--- config.mk ---
export PLATFORM = sky130hd
export DESIGN_NAME = rtc_match_timer
export DESIGN_NICKNAME = d
export VERILOG_FILES = /design/src/rtl/rtc_pkg.sv /design/src/rtl/rtc_prescaler.sv /design/src/rtl/rtc_count_core.sv /design/src/rtl/rtc_bus_regs.sv /design/src/rtl/rtc_match_timer.sv
export SDC_FILE = /design/constraint.sdc
export NUM_CORES = 1
export LEC_CHECK = 0
export ABC_AREA = 1
export CAP_MARGIN = 15
export CELL_PAD_IN_SITES_DETAIL_PLACEMENT = 1
export CELL_PAD_IN_SITES_GLOBAL_PLACEMENT = 1
export CORE_UTILIZATION = 45
export DETAILED_ROUTE_END_ITERATION = 8
export PLACE_DENSITY_LB_ADDON = 0.1
export SLEW_MARGIN = 10
export SYNTH_ARGS = -nofsm -noshare
export SYNTH_HDL_FRONTEND = slang
export SYNTH_SLANG_ARGS = --single-unit
--- constraint.sdc ---
create_clock -name clk_i -period 2.4 [get_ports clk_i]
set_clock_uncertainty 0.1 [all_clocks]
set_input_delay 0.24 -clock clk_i [delete_from_list [all_inputs] [get_ports clk_i]]
set_output_delay 0.24 -clock clk_i [all_outputs]
set_load 0.005 [all_outputs]
--- src/rtl/rtc_pkg.sv ---
package rtc_pkg;

    // Control register bit positions (decoded by the register block).
    localparam int CTRL_EN_BIT    = 0;
    localparam int CTRL_SCLR_BIT  = 1;
    localparam int CTRL_MATCH_BIT = 7;

    typedef struct packed {
        logic sclr;
        logic en;
    } rtc_ctrl_t;

endpackage

--- src/rtl/rtc_prescaler.sv ---
module rtc_prescaler #(
    parameter int PRESC_W = 7
) (
    input  logic clk_i,
    input  logic rst_ni,
    output logic tick_o
);

    typedef struct packed {
        logic [PRESC_W-1:0] presc;
    } presc_st_t;

    presc_st_t st_d, st_q;

    // One tick on the last state of each period of 2**PRESC_W clocks.
    assign tick_o = (st_q.presc == {PRESC_W{1'b1}});

    always_comb begin
        st_d       = st_q;
        st_d.presc = st_q.presc + 1'b1;
    end

    always_ff @(posedge clk_i or negedge rst_ni) begin
        if (!rst_ni) begin
            st_q <= '0;
        end else begin
            st_q <= st_d;
        end
    end

    // the divider never skips or stalls
    a_r1_presc_steps: assert property (@(posedge clk_i) disable iff (!rst_ni)
        !tick_o |=> st_q.presc == PRESC_W'($past(st_q.presc) + 1'b1));

    // ticks are isolated single-cycle pulses
    a_r1_tick_single: assert property (@(posedge clk_i) disable iff (!rst_ni)
        tick_o |=> !tick_o);

endmodule

--- src/rtl/rtc_count_core.sv ---
module rtc_count_core #(
    parameter int CNT_W = 40,
    localparam int NB   = CNT_W / 8
) (
    input  logic             clk_i,
    input  logic             rst_ni,
    input  logic             tick_i,
    input  logic             en_i,
    input  logic             sclr_i,
    input  logic [NB-1:0]    cnt_wr_i,
    input  logic [NB-1:0]    match_wr_i,
    input  logic [7:0]       wdata_i,
    output logic [CNT_W-1:0] cnt_o,
    output logic [CNT_W-1:0] mval_o,
    output logic             match_o
);

    typedef struct packed {
        logic [CNT_W-1:0] cnt;
        logic [CNT_W-1:0] mval;
    } core_st_t;

    core_st_t         st_d, st_q;
    logic [CNT_W-1:0] eq_bits;
    logic             cnt_zero;
    logic             any_cnt_wr;

    // Per-bit equality, reduced by AND into the match flag.
    for (genvar gi = 0; gi < CNT_W; gi++) begin : g_eq
        assign eq_bits[gi] = ~(st_q.cnt[gi] ^ st_q.mval[gi]);
    end

    assign match_o    = &eq_bits;
    assign cnt_zero   = (st_q.cnt == '0);
    assign any_cnt_wr = |cnt_wr_i;
    assign cnt_o      = st_q.cnt;
    assign mval_o     = st_q.mval;

    always_comb begin
        st_d = st_q;
        // Advance; suppressed entirely by a counter byte write.
        if (tick_i && en_i && !any_cnt_wr) begin
            if (sclr_i && match_o && !cnt_zero) begin
                st_d.cnt = '0;
            end else begin
                st_d.cnt = st_q.cnt + 1'b1;
            end
        end
        for (int b = 0; b < NB; b++) begin
            if (cnt_wr_i[b]) begin
                st_d.cnt[b*8 +: 8] = wdata_i;
            end
            if (match_wr_i[b]) begin
                st_d.mval[b*8 +: 8] = wdata_i;
            end
        end
    end

    always_ff @(posedge clk_i or negedge rst_ni) begin
        if (!rst_ni) begin
            st_q <= '0;
        end else begin
            st_q <= st_d;
        end
    end

    // no enable, no write -> counter holds
    a_r4_hold_when_off: assert property (@(posedge clk_i) disable iff (!rst_ni)
        (!en_i && !any_cnt_wr) |=> $stable(st_q.cnt));

    // no tick, no write -> counter holds
    a_r1_only_on_tick: assert property (@(posedge clk_i) disable iff (!rst_ni)
        (!tick_i && !any_cnt_wr) |=> $stable(st_q.cnt));

    // clear on a nonzero match
    a_r5_self_clear: assert property (@(posedge clk_i) disable iff (!rst_ni)
        (tick_i && en_i && sclr_i && match_o && !cnt_zero && !any_cnt_wr)
        |=> st_q.cnt == '0);

    // zero always moves to one
    a_r6_zero_advances: assert property (@(posedge clk_i) disable iff (!rst_ni)
        (tick_i && en_i && cnt_zero && !any_cnt_wr) |=> st_q.cnt == CNT_W'(1));

    // wrap from all ones without self-clear
    a_r7_wrap: assert property (@(posedge clk_i) disable iff (!rst_ni)
        (tick_i && en_i && !sclr_i && (st_q.cnt == '1) && !any_cnt_wr)
        |=> st_q.cnt == '0);

    // a low-byte write lands regardless of a tick
    a_r10_write_wins: assert property (@(posedge clk_i) disable iff (!rst_ni)
        cnt_wr_i[0] |=> st_q.cnt[7:0] == $past(wdata_i));

endmodule

--- src/rtl/rtc_bus_regs.sv ---
module rtc_bus_regs
    import rtc_pkg::*;
#(
    parameter int CNT_W  = 40,
    parameter int ADDR_W = 4,
    localparam int NB        = CNT_W / 8,
    localparam int CTRL_ADDR = 2 * NB
) (
    input  logic              clk_i,
    input  logic              rst_ni,
    input  logic              bus_en_i,
    input  logic              bus_we_i,
    input  logic [ADDR_W-1:0] bus_addr_i,
    input  logic [7:0]        bus_wdata_i,
    output logic [7:0]        bus_rdata_o,
    input  logic [CNT_W-1:0]  cnt_i,
    input  logic [CNT_W-1:0]  mval_i,
    input  logic              match_i,
    output logic [NB-1:0]     cnt_wr_o,
    output logic [NB-1:0]     match_wr_o,
    output logic              en_o,
    output logic              sclr_o
);

    typedef struct packed {
        logic [CNT_W-1:0] hold;
        rtc_ctrl_t        ctrl;
    } regs_st_t;

    regs_st_t st_d, st_q;
    logic     rd_acc;
    logic     wr_acc;
    logic     capture;
    int       addr_n;

    assign rd_acc  = bus_en_i && !bus_we_i;
    assign wr_acc  = bus_en_i && bus_we_i;
    assign addr_n  = int'(bus_addr_i);
    assign capture = rd_acc && (addr_n == 0);
    assign en_o    = st_q.ctrl.en;
    assign sclr_o  = st_q.ctrl.sclr;

    // Write decode and register update.
    always_comb begin
        st_d = st_q;
        for (int b = 0; b < NB; b++) begin
            cnt_wr_o[b]   = wr_acc && (addr_n == b);
            match_wr_o[b] = wr_acc && (addr_n == NB + b);
        end
        if (wr_acc && (addr_n == CTRL_ADDR)) begin
            st_d.ctrl.en   = bus_wdata_i[CTRL_EN_BIT];
            st_d.ctrl.sclr = bus_wdata_i[CTRL_SCLR_BIT];
        end
        if (capture) begin
            st_d.hold = cnt_i;
        end
    end

    // Read mux: live low byte, snapshot upper bytes, match bytes, control.
    always_comb begin
        bus_rdata_o = '0;
        if (addr_n == 0) begin
            bus_rdata_o = cnt_i[7:0];
        end
        for (int b = 1; b < NB; b++) begin
            if (addr_n == b) begin
                bus_rdata_o = st_q.hold[b*8 +: 8];
            end
        end
        for (int b = 0; b < NB; b++) begin
            if (addr_n == NB + b) begin
                bus_rdata_o = mval_i[b*8 +: 8];
            end
        end
        if (addr_n == CTRL_ADDR) begin
            bus_rdata_o[CTRL_EN_BIT]    = st_q.ctrl.en;
            bus_rdata_o[CTRL_SCLR_BIT]  = st_q.ctrl.sclr;
            bus_rdata_o[CTRL_MATCH_BIT] = match_i;
        end
    end

    always_ff @(posedge clk_i or negedge rst_ni) begin
        if (!rst_ni) begin
            st_q <= '0;
        end else begin
            st_q <= st_d;
        end
    end

    // the snapshot only changes on a low-byte read
    a_r9_hold_kept: assert property (@(posedge clk_i) disable iff (!rst_ni)
        !capture |=> $stable(st_q.hold));

    // a low-byte read stores the counter seen at that edge
    a_r9_hold_load: assert property (@(posedge clk_i) disable iff (!rst_ni)
        capture |=> st_q.hold == $past(cnt_i));

    // unmapped addresses read as zero
    a_r8_unmapped_zero: assert property (@(posedge clk_i) disable iff (!rst_ni)
        (rd_acc && (addr_n > CTRL_ADDR)) |-> bus_rdata_o == 8'h00);

    // at most one byte strobe per access
    a_r8_one_strobe: assert property (@(posedge clk_i) disable iff (!rst_ni)
        $onehot0({cnt_wr_o, match_wr_o}));

endmodule

--- src/rtl/rtc_match_timer.sv ---
module rtc_match_timer #(
    parameter int CNT_W   = 40,
    parameter int PRESC_W = 7,
    parameter int ADDR_W  = 4
) (
    input  logic              clk_i,
    input  logic              rst_ni,
    input  logic              bus_en_i,
    input  logic              bus_we_i,
    input  logic [ADDR_W-1:0] bus_addr_i,
    input  logic [7:0]        bus_wdata_i,
    output logic [7:0]        bus_rdata_o,
    output logic              match_o
);

    // CNT_W must be a multiple of 8 and ADDR_W must reach 2*NB.
    localparam int NB = CNT_W / 8;

    logic             tick;
    logic [CNT_W-1:0] cnt;
    logic [CNT_W-1:0] mval;
    logic [NB-1:0]    cnt_wr;
    logic [NB-1:0]    match_wr;
    logic             en;
    logic             sclr;

    rtc_prescaler #(
        .PRESC_W (PRESC_W)
    ) i_presc (
        .clk_i  (clk_i),
        .rst_ni (rst_ni),
        .tick_o (tick)
    );

    rtc_count_core #(
        .CNT_W (CNT_W)
    ) i_core (
        .clk_i      (clk_i),
        .rst_ni     (rst_ni),
        .tick_i     (tick),
        .en_i       (en),
        .sclr_i     (sclr),
        .cnt_wr_i   (cnt_wr),
        .match_wr_i (match_wr),
        .wdata_i    (bus_wdata_i),
        .cnt_o      (cnt),
        .mval_o     (mval),
        .match_o    (match_o)
    );

    rtc_bus_regs #(
        .CNT_W  (CNT_W),
        .ADDR_W (ADDR_W)
    ) i_regs (
        .clk_i       (clk_i),
        .rst_ni      (rst_ni),
        .bus_en_i    (bus_en_i),
        .bus_we_i    (bus_we_i),
        .bus_addr_i  (bus_addr_i),
        .bus_wdata_i (bus_wdata_i),
        .bus_rdata_o (bus_rdata_o),
        .cnt_i       (cnt),
        .mval_i      (mval),
        .match_i     (match_o),
        .cnt_wr_o    (cnt_wr),
        .match_wr_o  (match_wr),
        .en_o        (en),
        .sclr_o      (sclr)
    );

endmodule

# Word-level counts from Yosys, hierarchy flattened
# Cells that the tools add are included.
# totals
reg_bits,129
output_inout_bits,9
in_bits,16
word_cells,156
# classes
n_addsub,2
bitwise,80
n_eq_ne,11
reduce_logical,30
muxes,19
# ops
cell,count
8-bit two-way mux,15
40-bit two-way mux,2
"40-bit by 1-bit adder with 40-bit output, second input constant",1
40-bit logical NOT,1
1-bit inverter,40
40-bit AND reduction,1
1-bit bitwise XOR,40
32-bit logical NOT,1
"4-bit equality test, second input constant",7
1-bit logical AND,18
2-bit nonzero test,5
"4-bit by 3-bit equality test with 1-bit output, second input constant",2
"7-bit by 1-bit adder with 7-bit output, second input constant",1
"7-bit equality test, second input constant",1
5-bit OR reduction,1
"4-bit by 2-bit equality test with 1-bit output, second input constant",1
1-bit logical NOT,3
2-bit two-way mux,1
1-bit two-way mux,1

# Logic depth before layout (Yosys ltp)
# depth
word_depth,12
depth_mapped,13
ltp_nobuf,12

# By module
# Synthesis repeated with hierarchy kept, for this count alone.
# unflattened
hier_cells,1110
hier_area_um2,8059.0
# by_module_without_submodules
mod,cells_each,area_each_um2,seq_area_each_um2,instances
rtc_count_core,811,5576.6,2001.9,1
rtc_bus_regs,269,2177.1,850.8,1
rtc_prescaler,30,305.3,175.2,1

# Worst setup path after synthesis
# OpenSTA, ideal clock, no wires.
# synth_path
path_type,reg-to-reg
start,reg i_core.st_q (netlist bit i_core.cnt_o[1])
end,reg i_core.st_q (netlist bit i_core.cnt_o[30])
setup_ns,0.119
t_arrival_ns,1.609
synth_period_minus_slack_ns,1.828
required_time_ns,2.181
path_buffers,0
path_stages_with_launch,13
slack_ns,0.572
cell_sequence,dfrtp_1 -> ha_1 -> nand2_1 -> nor2_4 -> nand2_2 -> nor2_2 -> nand3_2 -> nor2_2 -> nand4_1 -> nand2_1 -> nor2_1 -> nand3_1 -> nand2_1
# synth_via
elab_chain_cells,8
word_cells_on_any_way,11
classes_between,add/sub (1); mux (3); bitwise (2); reduce/logical (5)
# synth_lines
item,line,source
from (decl),rtc_count_core.sv:23,"core_st_t st_d, st_q;"
from (signal assigned),rtc_count_core.sv:63,st_q <= st_d;
branches (longest 5 deep; another with 40-bit by 1-bit adder with 40-bit output),--,
40-bit two-way mux *,rtc_count_core.sv:43,if (sclr_i && match_o && !cnt_zero) begin
40-bit two-way mux *,rtc_count_core.sv:42,if (tick_i && en_i && !any_cnt_wr) begin
8-bit two-way mux *,rtc_count_core.sv:50,if (cnt_wr_i[b]) begin
# Every way passes the cells marked *. The select of a mux whose other input is x is not followed.
# A chain may end at the register's enable or synchronous reset.

# Worst setup path in the final report
# layout_path
start,reg i_core.st_q (netlist bit i_core.cnt_o[7])
end,reg i_core.st_q (netlist bit i_core.cnt_o[12])
# The elaborated chain is that of the path after synthesis.

==> results by group <==
Die
  • Core ar.: 16640 sq um
  • Initial Util: 46.37%
  • Placement Rows: 47
  • Die width: 133.0 um
  • Ports: 25
  • Die area: 17680 sq um
  • Die Y: between 100 and 150 um

STA
  • Minimum clock period: 2.756 ns
  • Final Cycle Share: 114.8%
  • Max-slew violations: 0
  • Slew HR: 47.81%
  • Final Hold Violating Endpoints: 0
  • Max Fclk: 0.3628 GHz
  • Final WS setup: -0.3560 ns
  • Least-Margin Pin Slew: approximately 0.78 ns
  • Setup TNS: -5.397 ns
  • Setup-failing EPs final: 44
  • RSZ-0062 raised after global routing: true

GRT
  • First-pass GRT wire length: 60.56 mm
  • Initial antenna violation count: 0
  • GRT overflow: 0
  • Pin count of the biggest net entering global routing: approximately 120
  • Vias in the first global route: 9636
  • Total GRT Usage: 47.66%

Clock network
  • Total CTS buffers: 17
  • CTS clk-pin slew, worst paths: 0.08 ns
  • Clock root cell: clkbuf_16
  • H-Tree Depth: 4
  • Clock Sinks: approximately 120
  • CTS tree: built
  • Worst skew pair latency: 0.46 ns
  • Buffer depth of the longest clock path: 2

Synthesis
  • Synth Net Count: 1159
  • Avg Synthesized Cell Area: approximately 6.8 sq um
  • EDFF count, synth: 0
  • Async set or reset register ratio after synthesis: 100.0%
  • Synthesis-stage register bit count: 121
  • Synth Flop Type: dfrtp_1
  • Distinct cell type count after synthesis: 37
  • Ys Warns: 0
  • Seq/Total Area, Yosys: 39.23%
  • Synth Cell Area: 7717 sq um
  • Synthesized instance count: between 1000 and 1500

Job
  • Max-Cap Viols: 0

Power
  • Switching Power: 0.003809 W
  • Tot Pwr: between 0.008 and 0.009 W
  • Clock power frac: 30.8%
  • Power density cells: 841.4 nW/um^2
  • Internal: 0.004994 W
  • Switch share: 43.27%
  • Pleak: 5.017 nW
  • Sequential share of power: between 30% and 40%
  • Gate power share: 35.4%
  • Max IR drop VDD: between 0.6 and 0.7 mV

Worst hold path
  • Worst hold path type: in -> async

Finish
  • Final net count: 1337
  • Finished Cell Area: 10460 sq um
  • Most frequent cells in the layout: nand2_1, buf_4, nor2_1
  • Share of cells above drive strength 1: 25.62%
  • Area grow syn2layout: 35.57%
  • Most common cell after layout, fill and taps aside: nand2_1
  • Cell Count, Final, Fillers Out: 1551
  • N_diodes: 0

Drt
  • Detailed-route wire length: between 40 and 50 mm
  • Via count: 9917
  • Pre-Repair DR Iteration Count: 5
  • DRC: 0
  • Drt initial violations: 1359
  • WL/cell: 28.39 um
  • Remaining antenna violation count: 0
  • Vias/cell: 6.394

Critical path
  • Critical setup path kind: reg -> reg
  • Critical path data arrival time: 2.94 ns
  • Worst Path Required: 2.58 ns
  • Endpoint class of the critical path: flip-flop
  • Crit path launch type: flip-flop
  • CP max FO: 6

Placed design
  • Post-DP Area: 9064 sq um
  • Placed Cells: 1475
  • HPWL after DPL: 27.71 mm
  • Gpl congestion: roughly 1
  • # port buffers: 24

Run status
  • Outcome: finished with violations
  • Failing checks: negative setup slack
cell usage after synthesis (3+ instances only):
| cell | count | area (sq um) |
|---|---|---|
| o22ai_1 | 23 | 143.9 |
| nand2_1 | 363 | 1363 |
| inv_2 | 7 | 26.28 |
| o21ai_1 | 4 | 20.02 |
| nor2_1 | 130 | 488.0 |
| ha_1 | 3 | 37.54 |
| clkbuf_1 | 17 | 63.81 |
| nand2_2 | 6 | 37.54 |
| a21oi_1 | 22 | 110.1 |
| buf_2 | 10 | 50.05 |
| inv_1 | 131 | 491.7 |
| o21ai_0 | 88 | 440.4 |
| nor3_1 | 15 | 75.07 |
| nand3_1 | 73 | 365.4 |
| xnor2_1 | 23 | 201.4 |
| xor2_1 | 14 | 122.6 |
| dfrtp_1 | 121 | 3028 |
| buf_4 | 5 | 37.54 |
| nand4_1 | 54 | 337.8 |
| nor2_2 | 8 | 50.05 |
layout make-up:
cell class / count / area [sq um]
fillers: 2125 / 6180
multi-input cells: 845 / 4365
flip-flops and latches: 121 / 3045
repair buffers: 193 / 1638
inverters: 140 / 549.3
clock buffers: 17 / 425.4
well taps: 220 / 275.3
clock inverters: 15 / 163.9
per-stage QoR:
step	setup WS (ns)	hold WS [ns]	util, %
6_report	-0.3560	0.3231	62.87
5_1_grt	-0.3760	0.3687	62.87
4_1_cts	-0.1017	0.2953	60.64
3_5_place_dp	-0.3359	0.3085	54.46
3_3_place_gp	-0.2709	0.2987	54.46
2_1_floorplan	0.5716	-0.1556	-
layer usage:
layer  GRT usage (%)  up-vias  wire (um)
li1                -     4031          -
met1           61.39     4786      16020
met2           73.07      827      18740
met3           12.03      273       5598
met4           26.44        0       3674
met5               0        -          0
worst paths after layout:
path / start / to / slack, ns / depth (start not counted)
max in group asynchronous: rst_ni / i_core.cnt_o[4] / 1.22 / 3
max: i_core.cnt_o[7] / i_core.cnt_o[12] / -0.36 / 16
min: rst_ni / i_core.mval_o[8] / 0.32 / 3
min in group clk_i: bus_wdata_i[3] / i_core.cnt_o[35] / 0.34 / 3
max reg2reg: i_core.cnt_o[7] / i_core.cnt_o[12] / -0.36 / 16
min reg2reg: i_presc.st_q[0] / i_presc.st_q[0] / 0.35 / 1
flip-flops by register name, summed over array words and instances (netlist names):
signal and cells:
i_presc.st_q 7, i_regs.st_q 32, i_core.cnt_o 40, i_regs.sclr_o 1, i_core.mval_o 40, i_regs.en_o 1
repair_timing:
item	CTS	global route
cloned	1	0
endpoints found under the setup margin	9	49
pin swaps	31	39
hold endpoints to repair	121	0
setup buffers	30	18
resized for setup	93	88
hold buffers	1	0
worst max-delay path, cell delays in order (launching register included):
cell,delay (ns)
dfrtp_2,0.41
inv_1,0.08
nand2_1,0.11
nand2_1,0.13
nor2_4,0.14
nand2_4,0.09
nor2_4,0.12
nand2_2,0.07
buf_4,0.14
buf_6,0.11
buf_6,0.10
buf_6,0.11
nor2_4,0.13
nand3_4,0.21
buf_8,0.24
nand4_1,0.09
nand2_1,0.20
logic make-up after synthesis:
logic type,after synthesis,synth area share (%)
buffers and inverters,174,9.014
DFF,121,39.23
adders and majority gates,3,0.4864
AOI/OAI and AO/OA,141,9.728
and+or+nand+nor,664,37.34
xor gates and xnor gates,37,4.199
power by group through the flow:
stage | Sequential [W] | Combinational [W] | Clock [W]
after floorplan | 0.00271 | 0.00131 | 0
after global placement | 0.00293 | 0.00233 | 0
after detailed placement | 0.00293 | 0.00243 | 0
after CTS | 0.00291 | 0.00265 | 0.00267
after global routing | 0.00297 | 0.00325 | 0.00277
final | 0.00297 | 0.00311 | 0.00271
No activity file was read; power rests on OpenSTA's default activity.
